--- src/rtl/baud_pkg.sv ---
package baud_pkg;
    typedef enum logic [1:0] {
        ST_STOP = 2'd0,
        ST_LOAD = 2'd1,
        ST_RUN  = 2'd2
    } gen_state_e;
endpackage

--- src/rtl/frac_prescaler.sv ---
module frac_prescaler #(
    parameter int INT_W  = 5,
    parameter int FRAC_W = 3
) (
    input  logic              clk,
    input  logic              rst_n,
    input  logic              run,
    input  logic              bypass,
    input  logic [INT_W-1:0]  m_int,
    input  logic [FRAC_W-1:0] n_frac,
    output logic              tick
);
    localparam int CNT_W = INT_W + 1;

    logic [CNT_W-1:0]  cnt;
    logic [FRAC_W-1:0] acc;
    logic [FRAC_W:0]   acc_sum;
    logic              carry;
    logic [CNT_W-1:0]  m_eff;
    logic [CNT_W-1:0]  len;
    logic              at_end;

    // Integer part 0 is promoted to 1
    always_comb begin
        m_eff   = (m_int == '0) ? CNT_W'(1) : {1'b0, m_int};
        acc_sum = {1'b0, acc} + {1'b0, n_frac};
        carry   = acc_sum[FRAC_W];
        len     = m_eff + {{INT_W{1'b0}}, carry};
        at_end  = (cnt == len - CNT_W'(1));
        tick    = run && (bypass || at_end);
    end

    always_ff @(posedge clk) begin
        if (!rst_n || !run) begin
            cnt <= '0;
            acc <= '0;
        end else if (!bypass) begin
            if (at_end) begin
                cnt <= '0;
                acc <= acc_sum[FRAC_W-1:0];
            end else begin
                cnt <= cnt + CNT_W'(1);
            end
        end
    end

    p_cnt_in_period_r4: assert property (@(posedge clk) disable iff (!rst_n)
        (run && !bypass) |-> (cnt < len));

    p_acc_hold_r4: assert property (@(posedge clk) disable iff (!rst_n)
        (run && !bypass && !tick) |=> $stable(acc));

    p_bypass_clear_r3: assert property (@(posedge clk) disable iff (!rst_n)
        (run && bypass) |=> (cnt == '0));
endmodule

--- src/rtl/int_divider.sv ---
module int_divider #(
    parameter int DIV_W = 16
) (
    input  logic             clk,
    input  logic             rst_n,
    input  logic             run,
    input  logic             step,
    input  logic [DIV_W-1:0] divisor,
    output logic             pulse
);
    logic [DIV_W-1:0] cnt;
    logic             at_end;

    always_comb begin
        at_end = (divisor != '0) && (cnt == divisor - DIV_W'(1));
        pulse  = run && step && at_end;
    end

    always_ff @(posedge clk) begin
        if (!rst_n || !run) begin
            cnt <= '0;
        end else if (step) begin
            if (at_end) cnt <= '0;
            else        cnt <= cnt + DIV_W'(1);
        end
    end

    p_cnt_below_div_r1: assert property (@(posedge clk) disable iff (!rst_n)
        (run && divisor != '0) |-> (cnt < divisor));

    p_idle_no_move_r1: assert property (@(posedge clk) disable iff (!rst_n)
        (run && !step) |=> $stable(cnt));
endmodule

--- src/rtl/os_counter.sv ---
module os_counter #(
    parameter int SC_W   = 4,
    parameter int SC_MIN = 4
) (
    input  logic            clk,
    input  logic            rst_n,
    input  logic            run,
    input  logic            step,
    input  logic [SC_W-1:0] sc_field,
    output logic            pulse
);
    localparam int SCE_W  = SC_W + 1;
    localparam int SC_MAX = 1 << SC_W;

    logic [SCE_W-1:0] sc_eff;
    logic [SCE_W-1:0] cnt;
    logic             at_end;

    // Fields below the floor select the full ratio
    always_comb begin
        sc_eff = (sc_field < SC_W'(SC_MIN)) ? SCE_W'(SC_MAX) : {1'b0, sc_field};
        at_end = (cnt == sc_eff - SCE_W'(1));
        pulse  = run && step && at_end;
    end

    always_ff @(posedge clk) begin
        if (!rst_n || !run) begin
            cnt <= '0;
        end else if (step) begin
            if (at_end) cnt <= '0;
            else        cnt <= cnt + SCE_W'(1);
        end
    end

    p_sc_floor_r6: assert property (@(posedge clk) disable iff (!rst_n)
        run |-> (cnt < sc_eff && sc_eff >= SCE_W'(SC_MIN)));
endmodule

--- src/rtl/frac_baud_gen.sv ---
module frac_baud_gen
    import baud_pkg::*;
#(
    parameter int DIV_W  = 16,
    parameter int INT_W  = 5,
    parameter int FRAC_W = 3,
    parameter int SC_W   = 4,
    parameter int SC_MIN = 4
) (
    input  logic                   clk,
    input  logic                   rst_n,
    input  logic                   cfg_wr,
    input  logic [DIV_W/2-1:0]     div_lo,
    input  logic [DIV_W/2-1:0]     div_hi,
    input  logic [INT_W+FRAC_W-1:0] psc_cfg,
    input  logic                   psc_en,
    input  logic [SC_W-1:0]        sc_sel,
    output logic                   sample_en,
    output logic                   bit_en
);
    localparam int PSC_W = INT_W + FRAC_W;

    gen_state_e       state;
    gen_state_e       state_nx;
    logic [DIV_W-1:0] div_sh;
    logic [PSC_W-1:0] psc_sh;
    logic             pe_sh;
    logic [SC_W-1:0]  sc_sh;
    logic             run;
    logic             psc_tick;

    // Shadow copy of the setting, taken on the load strobe
    always_ff @(posedge clk) begin
        if (!rst_n) begin
            div_sh <= '0;
            psc_sh <= '0;
            pe_sh  <= 1'b0;
            sc_sh  <= '0;
        end else if (cfg_wr) begin
            div_sh <= {div_hi, div_lo};
            psc_sh <= psc_cfg;
            pe_sh  <= psc_en;
            sc_sh  <= sc_sel;
        end
    end

    // State register
    always_ff @(posedge clk) begin
        if (!rst_n) state <= ST_STOP;
        else        state <= state_nx;
    end

    // Next state
    always_comb begin
        state_nx = state;
        if (cfg_wr) begin
            state_nx = ST_LOAD;
        end else begin
            unique case (state)
                ST_LOAD: state_nx = (div_sh == '0) ? ST_STOP : ST_RUN;
                ST_RUN:  state_nx = ST_RUN;
                ST_STOP: state_nx = ST_STOP;
                default: state_nx = ST_STOP;
            endcase
        end
    end

    // Outputs of the control machine
    always_comb begin
        run = 1'b0;
        unique case (state)
            ST_RUN:  run = 1'b1;
            ST_LOAD: run = 1'b0;
            ST_STOP: run = 1'b0;
            default: run = 1'b0;
        endcase
    end

    frac_prescaler #(.INT_W(INT_W), .FRAC_W(FRAC_W)) u_psc (
        .clk    (clk),
        .rst_n  (rst_n),
        .run    (run),
        .bypass (!pe_sh),
        .m_int  (psc_sh[PSC_W-1:FRAC_W]),
        .n_frac (psc_sh[FRAC_W-1:0]),
        .tick   (psc_tick)
    );

    int_divider #(.DIV_W(DIV_W)) u_div (
        .clk     (clk),
        .rst_n   (rst_n),
        .run     (run),
        .step    (psc_tick),
        .divisor (div_sh),
        .pulse   (sample_en)
    );

    os_counter #(.SC_W(SC_W), .SC_MIN(SC_MIN)) u_os (
        .clk      (clk),
        .rst_n    (rst_n),
        .run      (run),
        .step     (sample_en),
        .sc_field (sc_sh),
        .pulse    (bit_en)
    );

    p_stop_quiet_r2: assert property (@(posedge clk) disable iff (!rst_n)
        (state == ST_STOP) |-> (!sample_en && !bit_en));

    p_load_quiet_r8: assert property (@(posedge clk) disable iff (!rst_n)
        cfg_wr |=> (!sample_en && !bit_en));

    p_bit_with_sample_r7: assert property (@(posedge clk) disable iff (!rst_n)
        bit_en |-> sample_en);

    p_sample_needs_tick_r1: assert property (@(posedge clk) disable iff (!rst_n)
        sample_en |-> psc_tick);
endmodule

--- config.mk ---
export PLATFORM = sky130hd
export DESIGN_NAME = frac_baud_gen
export DESIGN_NICKNAME = d
export VERILOG_FILES = /design/src/rtl/baud_pkg.sv /design/src/rtl/frac_prescaler.sv /design/src/rtl/int_divider.sv /design/src/rtl/os_counter.sv /design/src/rtl/frac_baud_gen.sv
export SDC_FILE = /design/constraint.sdc
export NUM_CORES = 1
export LEC_CHECK = 0
export BUFFER_PORTS_ARGS = -buffer_cell sky130_fd_sc_hd__buf_2
export CORE_AREA = 2 2 86 88
export CTS_BUF_LIST = sky130_fd_sc_hd__clkbuf_8
export DETAILED_ROUTE_END_ITERATION = 8
export DIE_AREA = 0 0 88 90
export PLACE_DENSITY = 0.77
export SETUP_SLACK_MARGIN = 0.2
export SYNTH_ARGS = -nofsm -noshare
export SYNTH_HDL_FRONTEND = slang
export SYNTH_SLANG_ARGS = --single-unit
--- constraint.sdc ---
create_clock -name clk -period 4.1 [get_ports clk]
set_input_delay 0.82 -clock clk [delete_from_list [all_inputs] [get_ports clk]]
set_output_delay 0.82 -clock clk [all_outputs]
set_load 0.03 [all_outputs]
* After elaboration in Yosys (flattened, before gate mapping) *
Index checks and enable logic that the tools add are counted.
Widths: inputs -> output; s select.

storage, ports and cells
  flip-flop bits (word level) = 61
  latch bits = 0
  bits in writable memories = 0
  bits in read-only memories = 0
  input port bits = 32
  memories kept = 0

cells by class
  add/sub/neg operators = 8
  multiply operators = 0
  div/mod/pow operators = 0
  order comparisons = 1
  equality and inequality tests = 5
  shift-type cells = 0
  multiplexer cells = 9
  bitwise logic cells = 1
  reductions and logical operators = 16

operators with widths
  cell                   number
  $add 16x1->16 const B  1
  $eq 16x16->1           1
  $logic_not 16->1       1
  $mux 16                1
  $reduce_bool 16->1     1
  $sub 16x1->16 const B  1
  $mux 5                 3
  $add 6x1->6            1
  $add 6x1->6 const B    1
  $eq 6x6->1             1
  $logic_and 1x1->1      6
  $mux 6                 1
  $sub 6x1->6 const B    1
  $add 5x1->5 const B    1
  $eq 5x5->1             1
  $logic_not 5->1        1
  $sub 5x1->5 const B    1
  $add 3x3->4            1
  $lt 4x3->1 const B     1
  $pmux 2 s2             1
  $logic_not 1->1        3
  $eq 2x1->1 const B     1
  $eq 2x2->1 const B     1
  $logic_or 1x1->1       2
  other kinds (5)        6

* Logic depth before layout (Yosys ltp) *
  word-level depth = 11
  gate-level depth with buffers = 14
  mapped depth without buffers = 12

* By module *
A second synthesis with hierarchy kept.

unflattened totals
  cell total of the unflattened synthesis = 406
  area total of the unflattened synthesis = 3772.4 µm²

by module, submodules not included
  module          instances  cells an instance  area an instance (µm²)  sequential area each (µm²)
  int_divider     1          174                1471.4                  320.3
  frac_baud_gen   1          111                1262.5                  620.6
  frac_prescaler  1          78                 681.9                   180.2
  os_counter      1          43                 356.6                   100.1

* Worst setup path after synthesis *
No wires, ideal clock.

  path type = flip-flop to output port
  start = register psc_sh[5]
  end = output port bit_en
  data arrival time = 3.335 ns
  data required time = 3.280 ns
  path slack = -0.055 ns
  stages on the path, launching flop included = 12
  buffers on the path = 1
  cell sequence = dfxtp_1 nor4_1 nor2_1 ha_1 ha_1 o21ba_2 a221oi_1 a41oi_1 o31ai_1 or4b_4 clkbuf_1 nor3_1

between the ends
  cells in the longest elaborated chain, start to end = 11

RTL lines
  what                              RTL line              RTL
  start, declared                   frac_baud_gen.sv:26   logic [PSC_W-1:0] psc_sh;
  start signal, assigned            frac_baud_gen.sv:41   psc_sh <= psc_cfg;
  $logic_not 5->1                   frac_prescaler.sv:25  m_eff = (m_int == '0) ? CNT_W'(1) : {1'b0, m_int};
  $mux 5 *                          frac_prescaler.sv:25
  $add 6x1->6 *                     frac_prescaler.sv:28  len = m_eff + {{INT_W{1'b0}}, carry};
  $sub 6x1->6 *                     frac_prescaler.sv:29  at_end = (cnt == len - CNT_W'(1));
  $eq 6x6->1 *                      frac_prescaler.sv:29
  $logic_or 1x1->1 *                frac_prescaler.sv:30  tick = run && (bypass || at_end);
  $logic_and 1x1->1 *               frac_prescaler.sv:30
  $logic_and 1x1->1 * (2 in a row)  int_divider.sv:16     pulse = run && step && at_end;
  $logic_and 1x1->1 * (2 in a row)  os_counter.sv:23      pulse = run && step && at_end;
  end, declared                     frac_baud_gen.sv:19   output logic bit_en

Every way passes the cells marked *; elsewhere a longest branch is shown, timed or not.

* Final worst setup path *
  start = register u_psc.acc[1]
  end = output port sample_en

between the ends
  cells in the longest elaborated chain, start to end = 8

RTL lines
  what                            RTL line              RTL
  start, declared                 frac_prescaler.sv:16  logic [FRAC_W-1:0] acc;
  start signal, assigned          frac_prescaler.sv:40  acc <= acc_sum[FRAC_W-1:0];
  $add 3x3->4                     frac_prescaler.sv:26  acc_sum = {1'b0, acc} + {1'b0, n_frac};
  $add 6x1->6                     frac_prescaler.sv:28
  $sub 6x1->6                     frac_prescaler.sv:29
  $eq 6x6->1                      frac_prescaler.sv:29
  $logic_or 1x1->1                frac_prescaler.sv:30
  $logic_and 1x1->1               frac_prescaler.sv:30
  $logic_and 1x1->1 (2 in a row)  int_divider.sv:16
  end, declared                   frac_baud_gen.sv:18   output logic sample_en,

No other way between the ends.

==> metrics.csv <==
metric;value;unit
final_nets;469;
ios;34;
status;complete, no violations;
die_h;90;um
arrival;3210;ps
required;3280;ps
syn-num-nets;435;
syn_inst;390;
crit_path_start_kind;register;
irDropWorstVdd;145;uV
cpMaxStageDelayCell;or4b_4;
fp.dieW;88;um
synth-async-reset-ratio;0;%
setup-violations-final;0;
avgSynthCellArea;8.77;sq um
dp_cells;507;
ys_seq_elements;61;
gp_congestion;0.822;
final_hold_viol_count;0;
cts-root-buf;clkbuf_8;
synth_cell_types;55;
fp.dieArea;7920;sq um
final_cells;527;
synth_edf_count;0;
path_common_cell;buf_4;
rsz0062_at_grt;true;
cts_buffer_depth;2;
routed_wl;8020;um
fin_skew;7.79;ps
antenna_cells;0;
grt_pass1_wl;13600;um
first_iter_violations;161;
synth_top_area_cell;dfxtp_1;
worstPathCellList;ha_4, a21o_1, a21oi_2, ha_2, buf_4, nor3b_4, xnor2_1, nand3_1, o31ai_2, or4b_4, nor2_1, buf_4;
layout_commonest_cell;nor2_1;
use_met2;34.3;%
whs;511;ps
worst_slew_pin_slew;998;ps
yosysWarningCount;0;
num_vias;2953;
post-dp-hpwl;5400;um
ctsHtreeMaxLevel;3;
fin_crit;4030;ps
area_growth;16.7;%
setup_tns;0;ps
num_rows;31;
vias_per_cell;5.60;
synth_area;3420;sq um
nFillCells;599;
r2r_cells;14;
pwr_density_cell;337;nW/um^2
grt_overflow;0;
clk_latency;340;ps
grt_use_total;21.5;%
clkSinkCount;61;
use_met3;4.04;%
crit_type;register to output port;
grt_pass1_vias;2911;
path_max_fanout;3;
drive_gt1_share;18.7;%
period_share;98.4;%
detail_route.wl_per_cell;15.2;um
portBuffers;33;
drcViolationCount;0;
core;7020;sq um
max_slew_margin;33.4;%
holdBufCountCts;0;
ys_seq_area_share;35.7;%
synthFlopType;dfxtp_1;
cts_tree;done;
maxCapViolations;0;
fin_util;56.9;%
globalRoute.busiestLayer;met2;
clock.fmax;0.248;GHz
hp-class;register to register;
max_stage_delay;540;ps
synth_top_area_share;35.7;%
layout_common_cells;67 x nor2_1, 59 x dfxtp_1, 31 x mux2i_1, 31 x buf_2, 28 x xor2_1;
use_met1;27.9;%
drtAntennaViolNets;0;
synthTopCellsByArea;dfxtp_1 36%, mux2i_1 9.1%, nor2_1 7.4%;
slew_viol_final;0;
antenna_found_initial;0;
initial_core_util;48.7;%
first_pass_iters;4;
holdPathStages;2;
cellLeakagePower;1.59;nW
cts.clk_slew.worst_paths;70;ps
cp-end-kind;output port;
grt_max_degree;32;
cts_buffers;9;
==> sequential cells by signal, indices dropped and copies added, names as in the netlist <==
| name | cells |
|---|---|
| sc_sh | 4 |
| div_sh | 16 |
| pe_sh | 1 |
| u_psc.acc | 3 |
| u_os.cnt | 5 |
| u_div.cnt | 16 |
| psc_sh | 8 |
| u_psc.cnt | 6 |
| state | 2 |
==> per-stage QoR <==
| stage | cell area (sq um) | total power [mW] | setup slack (ps) |
|---|---|---|---|
| floorplan | 3430 | 0.777 | 193 |
| global placement | 3680 | 0.820 | 223 |
| detailed placement | 3680 | 0.828 | 105 |
| CTS | 3970 | 1.34 | 72.0 |
| global route | 3990 | 1.40 | -30.9 |
| finish | 3990 | 1.35 | 67.0 |
==> layout make-up <==
class	count	area (sq um)	share of cell area [%]
Clock buffer	9	124	3.10
Tap cell	99	124	3.10
Timing Repair Buffer	43	249	6.24
Sequential cell	61	1230	30.7
Clock inverter	6	56.3	1.41
Inverter	15	56.3	1.41
Multi-Input combinational cell	294	2160	54.0
==> report_power, final <==
group | switching [mW] | internal [mW]
Sequential | 0.0270 | 0.610
Combinational | 0.105 | 0.0972
Clock | 0.236 | 0.272
Total | 0.367 | 0.979
==> logic make-up after synthesis <==
logic type	after synthesis	synth area share, %
fa+ha+maj	13	4.97
mux	32	9.40
simple gates	152	22.9
buf+inv	35	3.99
compound gates	46	9.99
xor+xnor	51	13.1
flops	61	35.7
==> path summary, 6_finish.rpt <==
path / startpoint / to / slack, ps
worst max register to register: u_psc.acc[1]$_SDFFE_PP0P_ / u_os.cnt[0]$_SDFFE_PP0P_ / 480
worst min-delay path: u_psc.acc[2]$_SDFFE_PP0P_ / u_psc.acc[2]$_SDFFE_PP0P_ / 510
worst max-delay path: u_psc.acc[1]$_SDFFE_PP0P_ / sample_en / 70
worst min register to register: u_psc.acc[2]$_SDFFE_PP0P_ / u_psc.acc[2]$_SDFFE_PP0P_ / 510
==> what timing repair did <==
action	CTS	global route
setup buffers	5	0
gates resized for setup	15	3
pin swaps	8	3
setup endpoints to repair	2	2
==> Yosys cell counts, types with 4 or more instances <==
| cell | number |
|---|---|
| a21oi_1 | 11 |
| and3_1 | 8 |
| and4_1 | 4 |
| clkbuf_1 | 15 |
| dfxtp_1 | 61 |
| ha_1 | 12 |
| inv_1 | 15 |
| mux2i_1 | 31 |
| nand2_1 | 8 |
| nand3_1 | 15 |
| nand4_1 | 12 |
| nand4b_1 | 5 |
| nor2_1 | 67 |
| nor3_1 | 8 |
| nor4_1 | 7 |
| o21ai_0 | 9 |
| xnor2_1 | 23 |
| xor2_1 | 28 |
==> metal layers <==
metal	wire length, um	vias up
met1	3560	1392
met4	187	0
met3	368	18
met5	0	-
met2	3900	88
li1	-	1455
==> critical path, delay by kind of cell (launching register included) <==
kind            cells  cell delay (ps)
buf+inv             2              300
compound gates      3              600
xor+xnor            1              150
flops               1              380
simple gates        4             1000
fa+ha+maj           2              440
Note: power is estimated with default switching activity, not from simulation.
